**src/rtl/i2c_cond_pkg.sv**
```systemverilog
package i2c_cond_pkg;

    localparam int CODE_W = 5;
    localparam int CNT_W  = 7;

    // Fixed fast-mode thresholds in block clock cycles
    localparam int FAST_REL   = 8;
    localparam int FAST_SETUP = 4;
    localparam int FAST_HOLD  = 4;
    localparam int FAST_FLAG  = 7;

    typedef logic [CNT_W-1:0]  tick_t;
    typedef logic [CODE_W-1:0] code_t;

    typedef struct packed {
        tick_t rel;
        tick_t setup;
        tick_t hold;
        tick_t flag;
    } cond_times_t;

    typedef enum logic [1:0] {
        CND_NONE  = 2'd0,
        CND_START = 2'd1,
        CND_STOP  = 2'd2
    } cond_kind_t;

    function automatic logic code_illegal(code_t c);
        return (c == '0) || c[0];
    endfunction

    function automatic int code_effective(code_t c);
        if (c == '0)
            return 2;
        else if (c[0])
            return int'(c) + 1;
        else
            return int'(c);
    endfunction

    function automatic cond_times_t times_of(logic fast, code_t c);
        cond_times_t t;
        int e;
        e = code_effective(c);
        if (fast) begin
            t.rel   = tick_t'(FAST_REL);
            t.setup = tick_t'(FAST_SETUP);
            t.hold  = tick_t'(FAST_HOLD);
            t.flag  = tick_t'(FAST_FLAG);
        end else begin
            t.rel   = tick_t'(2 * e + 2);
            t.setup = tick_t'(e + 2);
            t.hold  = tick_t'(e);
            t.flag  = tick_t'(e + 3);
        end
        return t;
    endfunction

endpackage

```
**src/rtl/cond_sync.sv**
```systemverilog
module cond_sync #(
    parameter int   STAGES  = 2,
    parameter logic RST_VAL = 1'b1
) (
    input  logic clk,
    input  logic rst,
    input  logic din,
    output logic dout
);
    logic [STAGES-1:0] chain;

    always_ff @(posedge clk) begin
        if (rst)
            chain <= {STAGES{RST_VAL}};
        else
            chain <= {chain[STAGES-2:0], din};
    end

    assign dout = chain[STAGES-1];
endmodule

```
**src/rtl/cond_timing.sv**
```systemverilog
module cond_timing
    import i2c_cond_pkg::*;
(
    input  logic        clk,
    input  logic        rst,
    input  logic        fast_mode,
    input  code_t       timing_code,
    output cond_times_t times,
    output logic        code_err
);
    always_ff @(posedge clk) begin
        if (rst) begin
            times    <= '1;
            code_err <= 1'b0;
        end else begin
            times    <= times_of(fast_mode, timing_code);
            code_err <= code_illegal(timing_code);
        end
    end
endmodule

```
**src/rtl/cond_track.sv**
```systemverilog
module cond_track
    import i2c_cond_pkg::*;
(
    input  logic        clk,
    input  logic        rst,
    input  logic        scl_s,
    input  logic        sda_s,
    input  cond_times_t times,
    output logic        busy,
    output logic        start_p,
    output logic        stop_p
);
    localparam tick_t TICK_MAX = '1;

    logic       sda_d;
    tick_t      scl_cnt;
    tick_t      sda_cnt;
    logic       pend;
    cond_kind_t pkind;
    tick_t      pcnt;
    logic       sda_edge;
    logic       qualify;
    logic       want_sda;

    assign sda_edge = sda_s ^ sda_d;
    assign qualify  = sda_edge && scl_s &&
                      (scl_cnt >= times.rel) && (sda_cnt >= times.setup);
    assign want_sda = (pkind == CND_STOP);

    // Run lengths of SCL high and of stable SDA
    always_ff @(posedge clk) begin
        if (rst) begin
            sda_d   <= 1'b1;
            scl_cnt <= '0;
            sda_cnt <= '0;
        end else begin
            sda_d   <= sda_s;
            scl_cnt <= !scl_s ? '0 : (scl_cnt == TICK_MAX ? scl_cnt : scl_cnt + 1'b1);
            sda_cnt <= sda_edge ? '0 : (sda_cnt == TICK_MAX ? sda_cnt : sda_cnt + 1'b1);
        end
    end

    // Pending condition: hold check, then flag update after the delay
    always_ff @(posedge clk) begin
        if (rst) begin
            pend    <= 1'b0;
            pkind   <= CND_NONE;
            pcnt    <= '0;
            busy    <= 1'b0;
            start_p <= 1'b0;
            stop_p  <= 1'b0;
        end else begin
            start_p <= 1'b0;
            stop_p  <= 1'b0;
            if (qualify) begin
                pend  <= 1'b1;
                pkind <= sda_s ? CND_STOP : CND_START;
                pcnt  <= tick_t'(1);
            end else if (pend) begin
                if ((pcnt < times.hold) && (!scl_s || (sda_s != want_sda))) begin
                    pend  <= 1'b0;
                    pkind <= CND_NONE;
                end else if (pcnt == times.flag - 1'b1) begin
                    pend  <= 1'b0;
                    pkind <= CND_NONE;
                    busy  <= (pkind == CND_START);
                    start_p <= (pkind == CND_START);
                    stop_p  <= (pkind == CND_STOP);
                end else begin
                    pcnt <= pcnt + 1'b1;
                end
            end
        end
    end
endmodule

```
**src/rtl/i2c_cond_detect.sv**
```systemverilog
module i2c_cond_detect
    import i2c_cond_pkg::*;
#(
    parameter int SYNC_STAGES = 2
) (
    input  logic              clk,
    input  logic              rst,
    input  logic              scl_in,
    input  logic              sda_in,
    input  logic [CODE_W-1:0] timing_code,
    input  logic              fast_mode,
    output logic              bus_busy,
    output logic              start_pulse,
    output logic              stop_pulse,
    output logic              code_error
);
    logic        scl_s;
    logic        sda_s;
    cond_times_t times;

    cond_sync #(.STAGES(SYNC_STAGES), .RST_VAL(1'b1)) u_sync_scl (
        .clk(clk), .rst(rst), .din(scl_in), .dout(scl_s)
    );

    cond_sync #(.STAGES(SYNC_STAGES), .RST_VAL(1'b1)) u_sync_sda (
        .clk(clk), .rst(rst), .din(sda_in), .dout(sda_s)
    );

    cond_timing u_timing (
        .clk(clk), .rst(rst), .fast_mode(fast_mode),
        .timing_code(timing_code), .times(times), .code_err(code_error)
    );

    cond_track u_track (
        .clk(clk), .rst(rst), .scl_s(scl_s), .sda_s(sda_s), .times(times),
        .busy(bus_busy), .start_p(start_pulse), .stop_p(stop_pulse)
    );
endmodule

```
**config.mk**
```make
export PLATFORM = sky130hd
export DESIGN_NAME = i2c_cond_detect
export DESIGN_NICKNAME = d
export VERILOG_FILES = /design/src/rtl/i2c_cond_pkg.sv /design/src/rtl/cond_sync.sv /design/src/rtl/cond_timing.sv /design/src/rtl/cond_track.sv /design/src/rtl/i2c_cond_detect.sv
export SDC_FILE = /design/constraint.sdc
export NUM_CORES = 1
export LEC_CHECK = 0
export BUFFER_PORTS_ARGS = -buffer_cell sky130_fd_sc_hd__clkbuf_2
export CAP_MARGIN = 20
export CELL_PAD_IN_SITES_DETAIL_PLACEMENT = 1
export CELL_PAD_IN_SITES_GLOBAL_PLACEMENT = 1
export CORE_MARGIN = 2
export CORE_UTILIZATION = 50
export DETAILED_ROUTE_END_ITERATION = 10
export MAX_ROUTING_LAYER = met4
export PLACE_DENSITY_LB_ADDON = 0.08
export SLEW_MARGIN = 5
export SYNTH_ARGS = -nofsm -noshare
export SYNTH_HDL_FRONTEND = slang
export SYNTH_SLANG_ARGS = --single-unit
```
**constraint.sdc**
```tcl
create_clock -name clk -period 5.4 [get_ports clk]
set_input_delay 0.27 -clock clk [delete_from_list [all_inputs] [get_ports clk]]
set_output_delay 0.27 -clock clk [all_outputs]
set_load 0.02 [all_outputs]
```
; ---- Word level (Yosys, flattened, before mapping)
; Index checks and enable logic that the tools add are counted.
[totals]
word_cells = 82
reg_bits = 61
in_bits = 10
[classes]
n_lt_le_gt_ge = 3
muxes = 17
bitwise = 6
n_addsub = 8
reduce_logical = 19
eq_ne = 8
[op_table]
columns = operator, count
row1 = 28-bit 2-to-1 mux, 1
row2 = "7-bit by 1-bit adder with 7-bit output, second input constant", 3
row3 = "7-bit by 3-bit adder with 7-bit output, second input constant", 3
row4 = "7-bit == test, second input constant", 2
row5 = 7-bit greater-or-equal comparator, 2
row6 = 7-bit 2-to-1 mux, 2
row7 = 2-bit 2-to-1 mux, 5
row8 = 1-bit 2-to-1 mux, 8
row9 = 2-bit OR reduction, 4
row10 = 7-bit == test, 1
row11 = 7-bit < comparator, 1
row12 = "7-bit by 1-bit subtractor with 7-bit output, second input constant", 1
row13 = "5-bit by 1-bit adder with 6-bit output, second input constant", 1
row14 = 6-bit 2-to-1 mux, 1
row15 = 3-bit AND reduction, 2
row16 = 5-bit zero test, 1
row17 = 1-bit inverter, 5
row18 = 5-bit OR reduction, 1
row19 = 1-bit logical AND, 4
row20 = "2-bit by 1-bit != test with 1-bit output, second input constant", 2
row21 = 4-bit AND reduction, 1
row22 = 3-bit nonzero test, 1
row23 = "2-bit by 1-bit == test with 1-bit output, second input constant", 1
row24 = "2-bit == test, second input constant", 1
row25 = 6 further kinds, 7

; ---- Longest topological paths before layout
[logic_depth]
depth_word = 7
depth_mapped = 8
depth_no_buf = 8

; ---- Modules after synthesis
; A second synthesis with hierarchy kept.
[unflattened]
hier_cells = 319
hier_area_um2 = 2801.4
[modules_own_cells]
columns = mod, cells_per_inst, n_inst, area_per_inst_um2, seq_area_each_um2
row1 = cond_track, 237, 1, 1976.9, 560.5
row2 = cond_timing, 74, 1, 719.4, 300.3
row3 = cond_sync, 4, 2, 52.6, 40.0

; ---- Least setup slack after synthesis
; No wires, ideal clock.
[synth_timing]
kind = register to register
from = reg, netlist name u_timing.times[10]
to = reg u_track.busy
slack_ps = 3525
synth_period_minus_slack_ps = 1875
setup_ps = 72
arrival_ps = 1804
path_stages_with_launch = 8
path_cell_list = dfxtp_1 inv_1 ha_1 a21o_1 a221o_1 a41o_1 a311oi_2 mux2i_1
[synth_between]
elab_chain_cells = 4
[synth_lines]
columns = item, line_no
row1 = 7-bit < comparator, cond_track.sv:60  ; if ((pcnt < times.hold) && (!scl_s || (sda_s != want_sda))) begin
row2 = 1-bit logical AND, cond_track.sv:60
row3 = 1-bit inverter (no source line), n/a
row4 = 4-bit AND reduction (no source line), n/a
row5 = end signal: assignment, cond_track.sv:66  ; busy <= (pkind == CND_START);
row6 = end: declaration, cond_track.sv:9  ; output logic busy,
; Every way passes these cells.
; A chain may end at the register's enable or synchronous reset.

; ---- Worst setup path after layout
[layout_timing]
from = reg, netlist name u_timing.times[10]
to = reg u_track.start_p
[layout_between]
elab_chain_cells = 3
[layout_lines]
columns = item, line_no
row1 = 7-bit < comparator, cond_track.sv:60
row2 = 1-bit logical AND, cond_track.sv:60
row3 = 5-bit OR reduction (no source line), n/a
row4 = end signal: assignment, cond_track.sv:67  ; start_p <= (pkind == CND_START);
row5 = end: declaration, cond_track.sv:10  ; output logic start_p,
; Every way passes these cells.

==> impl_metrics.yaml <==
placed_design:
  dp_hpwl_um: 4510
  io_buffers: 13
  gp_congestion: 0.845
floorplanning:
  initial_core_util_pct: 52.1
  rows: 25
  die_area_um2: 5530
  die_w_um: 74.4
  die_y_um: 74.4
  core_um2: 4750
  ios: 14
drt:
  ant_nets: 0
  num_vias: 2009
  wl_per_cell_um: 16.1
  finalWirelength_um: 5780
  drc: 0
  drt_iter0_markers: 59
  viasPerCell: 5.60
  dr.pass1.iters: 4
timing:
  min_period_ns: 2.25
  max_freq_mhz: 445
  whs_ns: 0.147
  grt_setup_unrepaired: "no"
  finalSetupTns_ns: 0
  fin_crit_sh_pct: 41.6
  tightest_slew_ns: 0.696
  setup_viol: 0
  relSlewSlack_pct: 53.3
  drv_slew: 0
  clock-skew-final_ns: 0.00652
  finalHoldViolCount: 0
worst_setup_path:
  critPathMaxStageDelay_ns: 0.35
  r2r-start: "u_timing.times[10]"
  worst-path-buf-inv: 1
  worst-setup-path-type: "reg -> reg"
  required_ns: 5.59
  crit_path_start_kind: "flip-flop"
  cp-end-kind: "flip-flop"
  path_max_fanout: 8
  cp_data_arrival_time_ns: 2.44
  worst_path_dominant_cell_family: "compound AO/OA/AOI/OAI gates"
  worstPathCellList: "inv_1 > ha_1 > a21o_1 > a221o_1 > a41oi_1 > o31ai_2 > nor4_1"
  cpMaxStageDelayCell: "a41oi_1"
  rrSetupSlack_ns: 3.15
  crit_cells: 7
  timing.rr.end: "u_track.start_p"
  startpoint: "u_timing.times[10]"
  crit_end: "u_track.start_p"
  ff2ff_path_depth: 7
min_path:
  hp-class: "in -> reg"
global_routing:
  grt_use_met2_pct: 39.3
  top_usage_layer: "met2"
  gr-usage-all-layers_pct: 23.5
  grt_pass1_vias: 2014
  grt_overflow: 0
  gr-usage-met1_pct: 29.2
  grt.met3_usage_pct: 4.07
  antenna_found_initial: 0
  grt_pass1_wl_um: 9570
  grt_start_max_net_pins: 17
cts:
  clk_pin_slew_worst_paths_ns: 0.09
  hold_buffers: 0
  cts_tree: "built"
  clock_latency_ns: 0.30
  cts_made_buffers: 5
  cts.path.max_buffers: 2
  cts-htree-levels: 2
  postCtsSetupBuffers: 0
  cts.sinks: 47
  cts_root_buf: "clkbuf_8"
  cts.repair.resized: 0
finish:
  area_growth_pct: 9.10
  drive_gt1_share_pct: 11.0
  antennaDiodeCount: 0
  final_nets: 327
  seqCellArea_um2: 941
  multi_input_area_um2: 1420
  mostFrequentLayoutCell: "dfxtp_1"
  fillers: 606
  fin_util_pct: 56.8
  layout_common_cells: "dfxtp_1, ha_1, inv_1, nor2_1, nand2_1"
synthesis:
  ys_ff_latch: 47
  yosysWarnings: 0
  syn_area_per_cell_um2: 8.97
  syn_inst: 276
  async_reset_ff_share_pct: 0
  syn_nets: 312
  synth.distinct_cells: 48
  synth_edf_count: 0
  synth_top_area_share_pct: 38.0
  syn_area_um2: 2480
  synth_seq_area_share_pct: 38.0
  synth_area_leaders: "dfxtp_1, ha_1, xor2_1"
  synth_flop_cell: "dfxtp_1"
  yosys.area.top_type: "dfxtp_1"
status:
  outcome: "finished, final reports clean"
power:
  power.leakage_uw: 0.00120
  ir_worst_vdd_uv: 177
  power.density_nw_per_um2: 249
run:
  max_cap_viol_count: 0
-- report_power, final --
group	internal (uW)	switching (uW)	leakage [uW]
combinational	27.0	39.5	0.000764
sequential	359	9.92	0.000386
clock	117	119	0.0000505
-- worst reg2reg max path: stages (launching register included) --
cell and delay, ns:
dfxtp_1 0.32, inv_1 0.06, ha_1 0.33, a21o_1 0.19, a221o_1 0.33, a41oi_1 0.35
o31ai_2 0.23, nor4_1 0.33
-- state kept, by name, indices dropped and copies added, names as in the netlist --
name,count
u_track.scl_cnt,7
u_track.stop_p,1
u_track.pcnt,7
u_timing.times,14
u_track.pend,1
u_track.busy,1
u_track.pkind,2
u_track.sda_d,1
u_timing.code_err,1
u_track.start_p,1
u_sync_scl.chain,2
u_track.sda_cnt,7
u_sync_sda.chain,2
-- layer usage --
layer	routed length [um]	vias up
met5	0	-
met1	2790	978
met2	2800	18
met4	62	0
met3	123	6
li1	-	1007
-- layout make-up --
cell class                      instances  share of cell area (%)
Multi-Input combinational cell        201                    52.6
Sequential cell                        47                    34.8
Clock inverter                          1                   0.278
Clock buffer                            7                    3.57
Tap cell                               67                    3.10
Inverter                               23                    3.20
Timing Repair Buffer                   13                    2.41
-- per-stage QoR --
step	area (um2)	instances	setup WS, ns	total power, uW
after floorplan	2480	276	3.52	420
after global placement	2600	351	3.22	441
after detailed placement	2600	351	3.23	443
after CTS	2700	359	3.17	678
after global routing	2700	359	3.01	703
final	2700	359	3.15	671
-- worst min path at each step --
stage / startpoint / end / slack [ns] / cells after the start
finish: sda_in / u_sync_sda.chain[0] / 0.15 / 2
global route: scl_in / u_sync_scl.chain[0] / 0.14 / 2
CTS: sda_in / u_sync_sda.chain[0] / 0.14 / 2
detailed placement: u_sync_scl.chain[0] / u_sync_scl.chain[1] / 0.40 / 1
global placement: u_sync_scl.chain[0] / u_sync_scl.chain[1] / 0.39 / 1
floorplan: rst / u_timing.times[7] / 0.30 / 0
-- cell usage after synthesis, types with 2 or more instances --
cell and n:
clkbuf_1 3, o31ai_1 3, o41ai_1 2, mux2i_1 3, nor3b_1 2, or3_1 4, a21o_1 2, a21oi_1 12
nor2_1 20, nand2b_1 4, a31oi_1 3, or4_1 4, or2_2 6, dfxtp_1 47, nor3_1 4, xnor2_1 6
o21ai_1 5, and2_1 3, nand4_1 8, ha_1 26, nand3_1 15, xor2_1 13, o21a_1 2, o21ai_0 8
inv_1 23, nor4_1 2, nand2_1 18, nor2b_1 5, and3_1 4
-- logic make-up (layout without fill, tap and decap cells) --
family | count (synthesis) | count (layout) | synth area share [%]
and+or+nand+nor | 102 | 102 | 21.5
buffers and inverters | 28 | 44 | 4.60
muxes | 3 | 3 | 1.21
xor gates and xnor gates | 19 | 19 | 6.72
AOI/OAI and AO/OA | 51 | 51 | 14.9
DFF | 47 | 47 | 38.0
adders and majority gates | 26 | 26 | 13.1
No activity file was read; power rests on OpenSTA's default activity.
